**src/rtl/seg_key_pkg.sv**
```systemverilog
package seg_key_pkg;

  typedef enum logic [1:0] {
    ACC_LOAD  = 2'b00,
    ACC_STORE = 2'b01,
    ACC_FETCH = 2'b10,
    ACC_PROBE = 2'b11
  } seg_access_e;

  typedef struct packed {
    logic commit;   // accepted register write
    logic reject;   // refused direct-store write
    logic capture;  // lookup request to register
  } seg_strobe_t;

endpackage

```
**src/rtl/seg_key_ctrl.sv**
```systemverilog
module seg_key_ctrl
  import seg_key_pkg::*;
#(
  parameter int SEG_W = 32
) (
  input  logic             clk,
  input  logic             rstN,
  input  logic             wrEn,
  input  logic [SEG_W-1:0] wrData,
  input  logic             reqValid,
  output seg_strobe_t      strobe,
  output logic             rspValid,
  output logic             wrErr
);
  localparam int DS_BIT = SEG_W - 1;

  logic directStore;
  assign directStore = wrData[DS_BIT];

  always_comb begin
    strobe.commit  = wrEn && !directStore;
    strobe.reject  = wrEn && directStore;
    strobe.capture = reqValid;
  end

  always_ff @(posedge clk) begin
    if (!rstN) begin
      rspValid <= 1'b0;
      wrErr    <= 1'b0;
    end else begin
      rspValid <= strobe.capture;
      wrErr    <= strobe.reject;
    end
  end

  // response follows request by one cycle
  assert_rsp_follows_R7: assert property (@(posedge clk) disable iff (!rstN)
    reqValid |=> rspValid);
  assert_no_spurious_rsp_R7: assert property (@(posedge clk) disable iff (!rstN)
    !reqValid |=> !rspValid);
  // error flag exactly after a refused write
  assert_err_on_reject_R5: assert property (@(posedge clk) disable iff (!rstN)
    (wrEn && wrData[DS_BIT]) |=> wrErr);
  assert_no_spurious_err_R5: assert property (@(posedge clk) disable iff (!rstN)
    !(wrEn && wrData[DS_BIT]) |=> !wrErr);

endmodule

```
**src/rtl/seg_key_datapath.sv**
```systemverilog
module seg_key_datapath
  import seg_key_pkg::*;
#(
  parameter int ADDR_W = 32,
  parameter int IDX_W  = 4,
  parameter int SEG_W  = 32,
  parameter int VSID_W = 24
) (
  input  logic                    clk,
  input  logic                    rstN,
  input  seg_strobe_t             strobe,
  input  logic [IDX_W-1:0]        wrIdx,
  input  logic [SEG_W-1:0]        wrData,
  input  logic [ADDR_W-1:0]       reqAddr,
  input  logic [1:0]              reqAccess,
  input  logic                    reqProblem,
  output logic [VSID_W-1:0]       rspVsid,
  output logic [ADDR_W-IDX_W-1:0] rspOffset,
  output logic                    rspSupKey,
  output logic                    rspProbKey,
  output logic                    rspKey,
  output logic                    rspNoExec,
  output logic                    rspFault
);
  localparam int ENTRIES = 1 << IDX_W;
  localparam int OFF_W   = ADDR_W - IDX_W;
  localparam int SUP_BIT = SEG_W - 2;
  localparam int PRB_BIT = SEG_W - 3;
  localparam int NX_BIT  = SEG_W - 4;
  localparam int ENT_W   = VSID_W + 3;  // {sup, prob, nx, vsid}

  logic [ENT_W-1:0] segEntry [ENTRIES];
  logic [ENT_W-1:0] packedWr;
  logic             unusedWrBits;

  assign packedWr = {wrData[SUP_BIT], wrData[PRB_BIT], wrData[NX_BIT],
                     wrData[VSID_W-1:0]};
  assign unusedWrBits = ^{wrData[SEG_W-1], wrData[NX_BIT-1:VSID_W]};

  for (genvar e = 0; e < ENTRIES; e++) begin : g_entry
    always_ff @(posedge clk) begin
      if (!rstN)
        segEntry[e] <= '0;
      else if (strobe.commit && (wrIdx == IDX_W'(e)))
        segEntry[e] <= packedWr;
    end
  end

  logic [IDX_W-1:0] lookIdx;
  logic [ENT_W-1:0] lookEntry;
  logic             lookSup, lookPrb, lookNx;
  assign lookIdx   = reqAddr[ADDR_W-1 -: IDX_W];
  assign lookEntry = segEntry[lookIdx];
  assign lookSup   = lookEntry[ENT_W-1];
  assign lookPrb   = lookEntry[ENT_W-2];
  assign lookNx    = lookEntry[ENT_W-3];

  always_ff @(posedge clk) begin
    if (!rstN) begin
      rspVsid    <= '0;
      rspOffset  <= '0;
      rspSupKey  <= 1'b0;
      rspProbKey <= 1'b0;
      rspKey     <= 1'b0;
      rspNoExec  <= 1'b0;
      rspFault   <= 1'b0;
    end else if (strobe.capture) begin
      rspVsid    <= lookEntry[VSID_W-1:0];
      rspOffset  <= reqAddr[OFF_W-1:0];
      rspSupKey  <= lookSup;
      rspProbKey <= lookPrb;
      rspKey     <= reqProblem ? lookPrb : lookSup;
      rspNoExec  <= lookNx;
      rspFault   <= lookNx && (seg_access_e'(reqAccess) == ACC_FETCH);
    end
  end

  // a refused write leaves the addressed entry untouched
  assert_reject_holds_R5: assert property (@(posedge clk) disable iff (!rstN)
    strobe.reject |=> segEntry[$past(wrIdx)] == $past(segEntry[wrIdx]));
  // a fault implies the no-execute flag and a fetch access
  assert_fault_needs_nx_R4: assert property (@(posedge clk) disable iff (!rstN)
    strobe.capture && (seg_access_e'(reqAccess) != ACC_FETCH) |=> !rspFault);
  assert_fault_flag_R4: assert property (@(posedge clk) disable iff (!rstN)
    strobe.capture |=> (rspFault -> rspNoExec));
  // selected key tracks the requesting privilege
  assert_key_select_R3: assert property (@(posedge clk) disable iff (!rstN)
    strobe.capture |=> rspKey == ($past(reqProblem) ? rspProbKey : rspSupKey));

endmodule

```
**src/rtl/seg_key_file.sv**
```systemverilog
module seg_key_file
  import seg_key_pkg::*;
#(
  parameter int ADDR_W = 32,
  parameter int IDX_W  = 4,
  parameter int SEG_W  = 32,
  parameter int VSID_W = 24
) (
  input  logic                    clk,
  input  logic                    rstN,
  input  logic                    wrEn,
  input  logic [IDX_W-1:0]        wrIdx,
  input  logic [SEG_W-1:0]        wrData,
  output logic                    wrErr,
  input  logic                    reqValid,
  input  logic [ADDR_W-1:0]       reqAddr,
  input  logic [1:0]              reqAccess,
  input  logic                    reqProblem,
  output logic                    rspValid,
  output logic [VSID_W-1:0]       rspVsid,
  output logic [ADDR_W-IDX_W-1:0] rspOffset,
  output logic                    rspSupKey,
  output logic                    rspProbKey,
  output logic                    rspKey,
  output logic                    rspNoExec,
  output logic                    rspFault
);
  seg_strobe_t strobe;

  seg_key_ctrl #(.SEG_W(SEG_W)) i_ctrl (
    .clk(clk), .rstN(rstN), .wrEn(wrEn), .wrData(wrData),
    .reqValid(reqValid), .strobe(strobe), .rspValid(rspValid), .wrErr(wrErr)
  );

  seg_key_datapath #(
    .ADDR_W(ADDR_W), .IDX_W(IDX_W), .SEG_W(SEG_W), .VSID_W(VSID_W)
  ) i_dp (
    .clk(clk), .rstN(rstN), .strobe(strobe), .wrIdx(wrIdx), .wrData(wrData),
    .reqAddr(reqAddr), .reqAccess(reqAccess), .reqProblem(reqProblem),
    .rspVsid(rspVsid), .rspOffset(rspOffset), .rspSupKey(rspSupKey),
    .rspProbKey(rspProbKey), .rspKey(rspKey), .rspNoExec(rspNoExec),
    .rspFault(rspFault)
  );

endmodule

```
**config.mk**
```make
export PLATFORM = sky130hd
export DESIGN_NAME = seg_key_file
export DESIGN_NICKNAME = d
export VERILOG_FILES = /design/src/rtl/seg_key_pkg.sv /design/src/rtl/seg_key_ctrl.sv /design/src/rtl/seg_key_datapath.sv /design/src/rtl/seg_key_file.sv
export SDC_FILE = /design/constraint.sdc
export NUM_CORES = 1
export LEC_CHECK = 0
export BUFFER_PORTS_ARGS = -buffer_cell sky130_fd_sc_hd__clkbuf_2
export CAP_MARGIN = 20
export CELL_PAD_IN_SITES_DETAIL_PLACEMENT = 0
export CELL_PAD_IN_SITES_GLOBAL_PLACEMENT = 1
export CORE_ASPECT_RATIO = 1.4
export CORE_MARGIN = 4
export CORE_UTILIZATION = 40
export DETAILED_ROUTE_END_ITERATION = 10
export PLACE_DENSITY = 0.68
export SYNTH_ARGS = -nofsm -noshare
export SYNTH_HDL_FRONTEND = slang
export SYNTH_HIERARCHICAL = 1
export SYNTH_SLANG_ARGS = --single-unit
```
**constraint.sdc**
```tcl
create_clock -name clk -period 3.7 [get_ports clk]
set_input_delay 0.37 -clock clk [delete_from_list [all_inputs] [get_ports clk]]
set_output_delay 0.37 -clock clk [all_outputs]
set_load 0.05 [all_outputs]
```
# Word-level counts from Yosys, hierarchy flattened
# Memories as Yosys holds them, arrays and structs flattened.
# Cells that the tools add are included.
[op_classes]
n_mux = 66
eq_ne = 16
reduce_logical = 21
n_bitwise = 16
[ops]
columns = ["cell", "count"]
rows = [
  ["$mux 27", 16],
  ["$mux 1", 50],
  ["$eq 4x4->1 const B", 8],
  ["$logic_and 1x1->1", 19],
  ["$eq 4x3->1 const B", 4],
  ["$or 1x1->1", 16],
  ["$eq 4x2->1 const B", 2],
  ["$eq 4x1->1 const B", 1],
  ["$logic_not 4->1", 1],
  ["$eq 2x2->1 const B", 1],
  ["$logic_not 1->1", 1],
]
[totals]
output_inout_bits = 59
ff_bits = 59
wordCells = 129
inputBits = 75
ram_bits = 432
memories = 1
[mem_list]
columns = ["name", "words", "word_bits", "read_ports", "rd_ports_with_merged_regs", "write_ports", "line_no", "text"]
rows = [
  ["i_dp.segEntry", 16, 27, 1, 0, 16, "seg_key_datapath.sv:32", "logic [ENT_W-1:0] segEntry [ENTRIES];"],
]

# Longest topological paths before layout
# Gate-level depths: netlist of the first run.
[depth]
ltp_word = 7
mapped_depth = 8
mapped_depth_nobuf = 5

# Hierarchy
# Netlist of the first run, hierarchy kept.
[by_module_without_submodules]
columns = ["module", "area_each_um2", "seq_area_each_um2", "cells_each", "instances"]
rows = [
  ["seg_key_datapath", 21320.4, 14113.5, 1382, 1],
  ["seg_key_ctrl", 77.6, 40.0, 7, 1],
]

# Least setup slack after synthesis of the first run
# No wires, ideal clock.
[synth_path]
path_type = "in2reg"
startpoint = "in wrData[31]"
endpoint = "mem i_dp/segEntry[1][0] in the netlist's numbering (enable)"
slack_ns = 0.353
cell_stages = 4
n_path_buf = 0
setup_time_ns = 0.449
arrival_ns = 2.898
t_required_ns = 3.251
path_cell_list = "and2b_2 nor2b_1 nand2b_1 o21ai_0"
[synth_rtl]
columns = ["item", "line_no", "text"]
rows = [
  ["start: declaration", "seg_key_file.sv:13", "input logic [SEG_W-1:0] wrData,"],
  ["end: declaration", "seg_key_datapath.sv:32", ""],
]

# Worst setup path in the final report of the first run
[layout_path]
startpoint = "in reqAddr[28]"
endpoint = "reg i_dp.rspVsid[13]"
[layout_via]
elab_chain_len = 1
[layout_lines]
columns = ["item", "line_no", "text"]
rows = [
  ["start: declaration", "seg_key_file.sv:16", "input logic [ADDR_W-1:0] reqAddr,"],
  ["$mem_v2 16x27", "--", ""],
  ["end signal: assignment", "seg_key_datapath.sv:68", "rspVsid <= lookEntry[VSID_W-1:0];"],
  ["end: declaration", "seg_key_datapath.sv:17", "output logic [VSID_W-1:0] rspVsid,"],
]
# Every way passes these cells.
# A chain may end at the register's enable or synchronous reset.

==> qor.csv, run 1 <==
stage,metric,value,unit
floorplan,core_area,53100,um2
sta,rsz0062_at_grt,false,
layout,regMostFlops,i_dp/segEntry,
cts,cts_tree,done,
setup_path,worstPathRequired,4160,ps
floorplan,die_h,282,um
floorplan,rows,100,
status,status,completed,
route,wirelength,58.0,mm
synthesis,yosysWarnings,6,
layout,final_cells,2275,
sta,holdWs,48.8,ps
layout,reg.largest.list,"i_dp/segEntry (432), i_dp/rspOffset (28), i_dp/rspVsid (24)",
cts,ctsResizeCount,0,
setup_path,critPathMaxStageDelay,550,ps
global_routing,grt_overflow,0,
global_routing,grt_max_degree,50,
sta,max_freq,489,MHz
setup_path,crit_buf_inv,2,
cts,postCtsSetupRepairBufs,0,
sta,worst-slew-pin-transition,842,ps
layout,n_fill_cell,4645,
route,vias,12200,
setup_path,cp_slowest_cell,buf_6,
floorplan,io_pins,134,
cts,cts_buffer_depth,3,
power,p_leak,8.94,nW
placement,dp_worst_setup_slack,1040,ps
setup_path,critPathCaptureType,flop,
synthesis,synth_nets,1463,
sta,slew_viol_final,0,
cts,htreeDepth,2,
sta,finalSetupViolCount,0,
sta,final.setup.worst_slack,1650,ps
cts,clock_latency,570,ps
route,drc,0,
synthesis,syn_avg_cell_area,15.4,um2
route,vias_per_cell,5.36,
worst_hold_path,hp-class,in -> reg,
sta,hold_viol_final,0,
global_routing,grt_antenna_before_repair,1,
placement,post-place-cells,2181,
placement,place_congestion,0.756,
route,ant_nets,0,
setup_path,critical_path.top_delay_family,buffers and inverters,
sta,finClkSkew,16.0,ps
sta,tns,0,ps
global_routing,grt_pass1_wl,84.8,mm
layout,largest_reg_flops,432,
cts,cts_inserted_buffers,50,
layout,stdcell_area,24900,um2
synthesis,synth.cell_area,21400,um2
flow_run,drv_cap,0,
cts,hold_buffers,0,
power,p_total,12.6,mW
power,powerDensity,505,nW/um2
global_routing,first_global_vias,12900,
layout,post-route-util,46.9,%
cts,clk_pin_slew_worst_paths,60,ps
cts,root_buffer,clkbuf_16,
setup_path,cp_data_arrival_time,2510,ps
layout,syn_to_final_growth,16.2,%
sta,min_period_over_period,55.3,%
floorplan,initial_utilization,40.3,%
floorplan,dieArea,57300,um2
placement,io_buffers,129,
sta,finalCriticalPeriod,2050,ps
synthesis,syn_inst,1388,
route,detailedRoute.firstIterationViolations,915,
setup_path,cp_max_fo,49,
layout,nNetsFinal,1594,
floorplan,die_w,203,um
route,routedWlPerCell,25.5,um
route,first_pass_iters,5,
setup_path,worstSetupPathType,in -> reg,
placement,placed_area,23200,um2
layout,drive_gt1_share,26.6,%
layout,multi_input_area,6920,um2
cts,clock-sinks,491,
setup_path,startpoint_type,input port,
sta,slew_headroom,43.7,%
power,ir_drop,318,uV
global_routing,track_usage,20.1,%
placement,dpl.hpwl,34.8,mm
setup_path,critical_path.cell_chain,buf_6 -> buf_4 -> mux4_2 -> a22oi_1 -> a21oi_1 -> a31o_1,
layout,regArea,14200,um2
metal layers:
| metal | track usage (%) | share of wire (%) |
|---|---|---|
| met2 | 38.2 | 55 |
| met4 | 7.51 | 3.6 |
| met5 | 0 | 0 |
| met1 | 23.3 | 37 |
| met3 | 2.16 | 4.3 |
final cells by class:
type	instances	share of cell area [%]
flip-flops and latches	491	56.9
well taps	714	3.59
repair buffers	194	4.96
clock inverters	27	1.10
diodes	1	0.0101
clock buffers	66	5.52
inverters	3	0.0453
multi-input cells	779	27.8
worst min-delay path: stages:
cell,delay [ps]
clkbuf_2,80
mux2i_1,60
nor2_1,70
cell usage in the layout, fill, tap and decap left out, drive strengths merged, types with 3 or more instances in the layout:
cell,n
mux2i,40
mux4,104
clkbuf,192
nand2b,3
clkinvlp,5
buf,68
a22oi,49
clkinv,17
a31o,24
o21ai,16
nor2,48
bufinv,5
nand2,6
nor2b,4
mux2,4
a21oi,25
inv,3
edfxtp,432
nand3,7
dfxtp,59
and2,434
final timing paths:
path	cells after the start	slack (ps)	startpoint	end
max	6	1650	reqAddr[28]	i_dp/rspVsid[13]$_SDFFE_PN0P_
min	3	50	reqAddr[24]	i_dp/rspOffset[24]$_SDFFE_PN0P_
max reg2reg	3	1990	i_dp/segEntry[0][24]$_SDFFCE_PN0P_	i_dp/rspFault$_SDFFE_PN0P_
min reg2reg	2	480	i_dp/rspNoExec$_SDFFE_PN0P_	i_dp/rspNoExec$_SDFFE_PN0P_
power by group:
part | internal, mW | switching (mW)
Clock | 2.96 | 2.10
Sequential | 6.33 | 0.0884
Combinational | 0.381 | 0.695
Total | 9.67 | 2.89
Power figures use the tool's default switching activity.
==> inputs of run 2 (changes only) <==
==> constraint.sdc (replaced) <==
create_clock -name clk -period 2 [get_ports clk]
set_input_delay 0.2 -clock clk [delete_from_list [all_inputs] [get_ports clk]]
set_output_delay 0.2 -clock clk [all_outputs]
set_load 0.05 [all_outputs]
==> qor.csv, run 2 (synthesized netlist as in run 1, its figures left out) <==
stage,metric,value,unit,change
status,status,completed,,
layout,final_cell_mix,"434 x and2_1, 432 x edfxtp_1, 126 x clkbuf_2, 104 x mux4_2, 59 x dfxtp_1",,
setup_path,cp_max_fo,24,,-51%
route,vias,12400,,+2.1%
floorplan,rows,100,,unchanged
cts,cts_inserted_buffers,48,,-4.0%
floorplan,io_pins,134,,unchanged
route,routedWlPerCell,25.5,um,-0.12%
power,p_total,22.6,mW,+80%
global_routing,grt_antenna_before_repair,1,,unchanged
global_routing,grt_max_degree,43,,-14%
worst_hold_path,hp-class,in -> reg,,
cts,root_buffer,clkbuf_16,,
power,powerDensity,880,nW/um2,+74%
global_routing,grt_pass1_wl,87.5,mm,+3.2%
layout,regMostFlops,i_dp/segEntry,,
floorplan,initial_utilization,40.3,%,unchanged
setup_path,endpoint,i_dp/segEntry[2][21]$_SDFFCE_PN0P_,,
cts,cts_tree,done,,
sta,tns,0,ps,unchanged
layout,drive_gt1_share,27.1,%,+0.46 points
layout,n_fill_cell,4584,,-1.3%
global_routing,first_global_vias,13300,,+3.2%
cts,ctsResizeCount,0,,unchanged
layout,largest_reg_flops,432,,unchanged
setup_path,worstPathRequired,2260,ps,-1900 ps
sta,hold_viol_final,0,,unchanged
setup_path,cp_data_arrival_time,2120,ps,-390 ps
placement,io_buffers,129,,unchanged
layout,multi_input_area,6920,um2,unchanged
setup_path,r2r_end,i_dp/rspKey$_SDFFE_PN0P_,,
global_routing,track_usage,20.7,%,+0.64 points
sta,finalCriticalPeriod,1860,ps,
sta,finalSetupViolCount,0,,unchanged
flow_run,drv_cap,0,,unchanged
floorplan,die_h,282,um,unchanged
setup_path,reg2reg_depth,5,,+2
route,first_pass_iters,5,,unchanged
cts,htreeDepth,2,,unchanged
layout,regArea,14200,um2,unchanged
floorplan,core_area,53100,um2,unchanged
floorplan,die_w,203,um,unchanged
layout,syn_to_final_growth,20.1,%,
setup_path,critPathCaptureType,flop,,
setup_path,startpoint_type,input port,,
layout,final_common_cell,and2_1,,
placement,place_congestion,0.775,,+2.5%
sta,slew_headroom,62.3,%,+19 points
route,vias_per_cell,5.32,,-0.62%
route,drc,0,,unchanged
cts,clock-sinks,491,,unchanged
power,p_leak,9.29,nW,+3.9%
placement,post-place-cells,2215,,+1.6%
sta,finClkSkew,17.7,ps,+1.69 ps
route,detailedRoute.firstIterationViolations,926,,+1.2%
floorplan,dieArea,57300,um2,unchanged
route,ant_nets,0,,unchanged
sta,max_freq,538,MHz,
layout,reg.largest.list,"i_dp/segEntry (432), i_dp/rspOffset (28), i_dp/rspVsid (24)",,
setup_path,r2r_slack,250,ps,-1740 ps
setup_path,reg2reg_from,i_dp/segEntry[7][25]$_SDFFCE_PN0P_,,
cts,clock_latency,580,ps,about the same
cts,clk_pin_slew_worst_paths,60,ps,about the same
sta,slew_viol_final,0,,unchanged
route,wirelength,59.5,mm,+2.6%
global_routing,grt_overflow,0,,unchanged
placement,dpl.hpwl,35.8,mm,+2.9%
layout,nNetsFinal,1657,,+4.0%
sta,min_period_over_period,92.9,%,
layout,final_cells,2337,,+2.7%
sta,worst-slew-pin-transition,565,ps,-277 ps
power,ir_drop,673,uV,+110%
setup_path,worstSetupStartpoint,wrEn,,
cts,cts_buffer_depth,3,,unchanged
sta,holdWs,42.7,ps,-6.17 ps
sta,rsz0062_at_grt,false,,
setup_path,worstSetupPathType,in -> reg,,
cts,postCtsSetupRepairBufs,0,,unchanged
==> run 2: cell types whose count changed in the layout (fill, tap and decap cells not counted), sizes merged, moves of 3 or more <==
cell	before	now
bufinv	5	1
clkinv	17	21
clkbuf	192	189
buf	68	102
dlygate4sd3	0	31
==> run 2: critical path, stage by stage <==
cell           delay [ps]
dlygate4sd3_1         530
clkbuf_2              100
and2b_2               190
nor2b_1               270
nand2b_1              290
o21ai_4               270
buf_12                230
==> run 2: metrics by stage <==
stage               area, um2  setup WS (ps)  utilization (%)
floorplan               21400           -463                -
global placement        23900           31.9             45.1
detailed placement      23900           34.5             45.1
CTS                     25700            168             48.4
global route            25700           53.0             48.4
finish                  25700            142             48.4
==> run 2: what timing repair did <==
action,CTS,global route
endpoints found under the setup margin,0,0
hold buffers,31,0
endpoints found under the hold margin,30,0
==> run 2: how the worst min path moves through the flow <==
stage,slack [ps],start,cells after the start,end
final,40,reqProblem,3,i_dp/rspKey$_SDFFE_PN0P_
after global placement,440,reqAddr[19],3,i_dp/rspOffset[19]$_SDFFE_PN0P_
after floorplan,320,reqValid,1,i_ctrl/rspValid$_SDFF_PN0_
after CTS,10,reqProblem,3,i_dp/rspKey$_SDFFE_PN0P_
after detailed placement,440,reqAddr[13],3,i_dp/rspOffset[13]$_SDFFE_PN0P_
after global routing,30,reqProblem,3,i_dp/rspKey$_SDFFE_PN0P_
==> run 2: cell type report <==
class	count	share of cell area [%]
Tap cell	714	3.48
Clock buffer	63	5.01
Clock inverter	27	0.725
Sequential cell	491	55.1
Inverter	3	0.0438
Timing Repair Buffer	259	8.75
Multi-Input combinational cell	779	26.9
Antenna cell	1	0.00974
==> run 2: metal layers <==
metal	up-vias	track usage [%]	wire length, um
met1	6461	24.5	22300
met5	-	0	0
met2	360	39.5	32800
met3	103	2.22	2570
met4	0	6.47	1880
li1	5519	-	-
==> run 2: where the power goes <==
part | internal, mW | switching, mW
sequential | 11.7 | 0.172
combinational | 0.857 | 1.33
clock | 4.69 | 3.85
total | 17.3 | 5.35
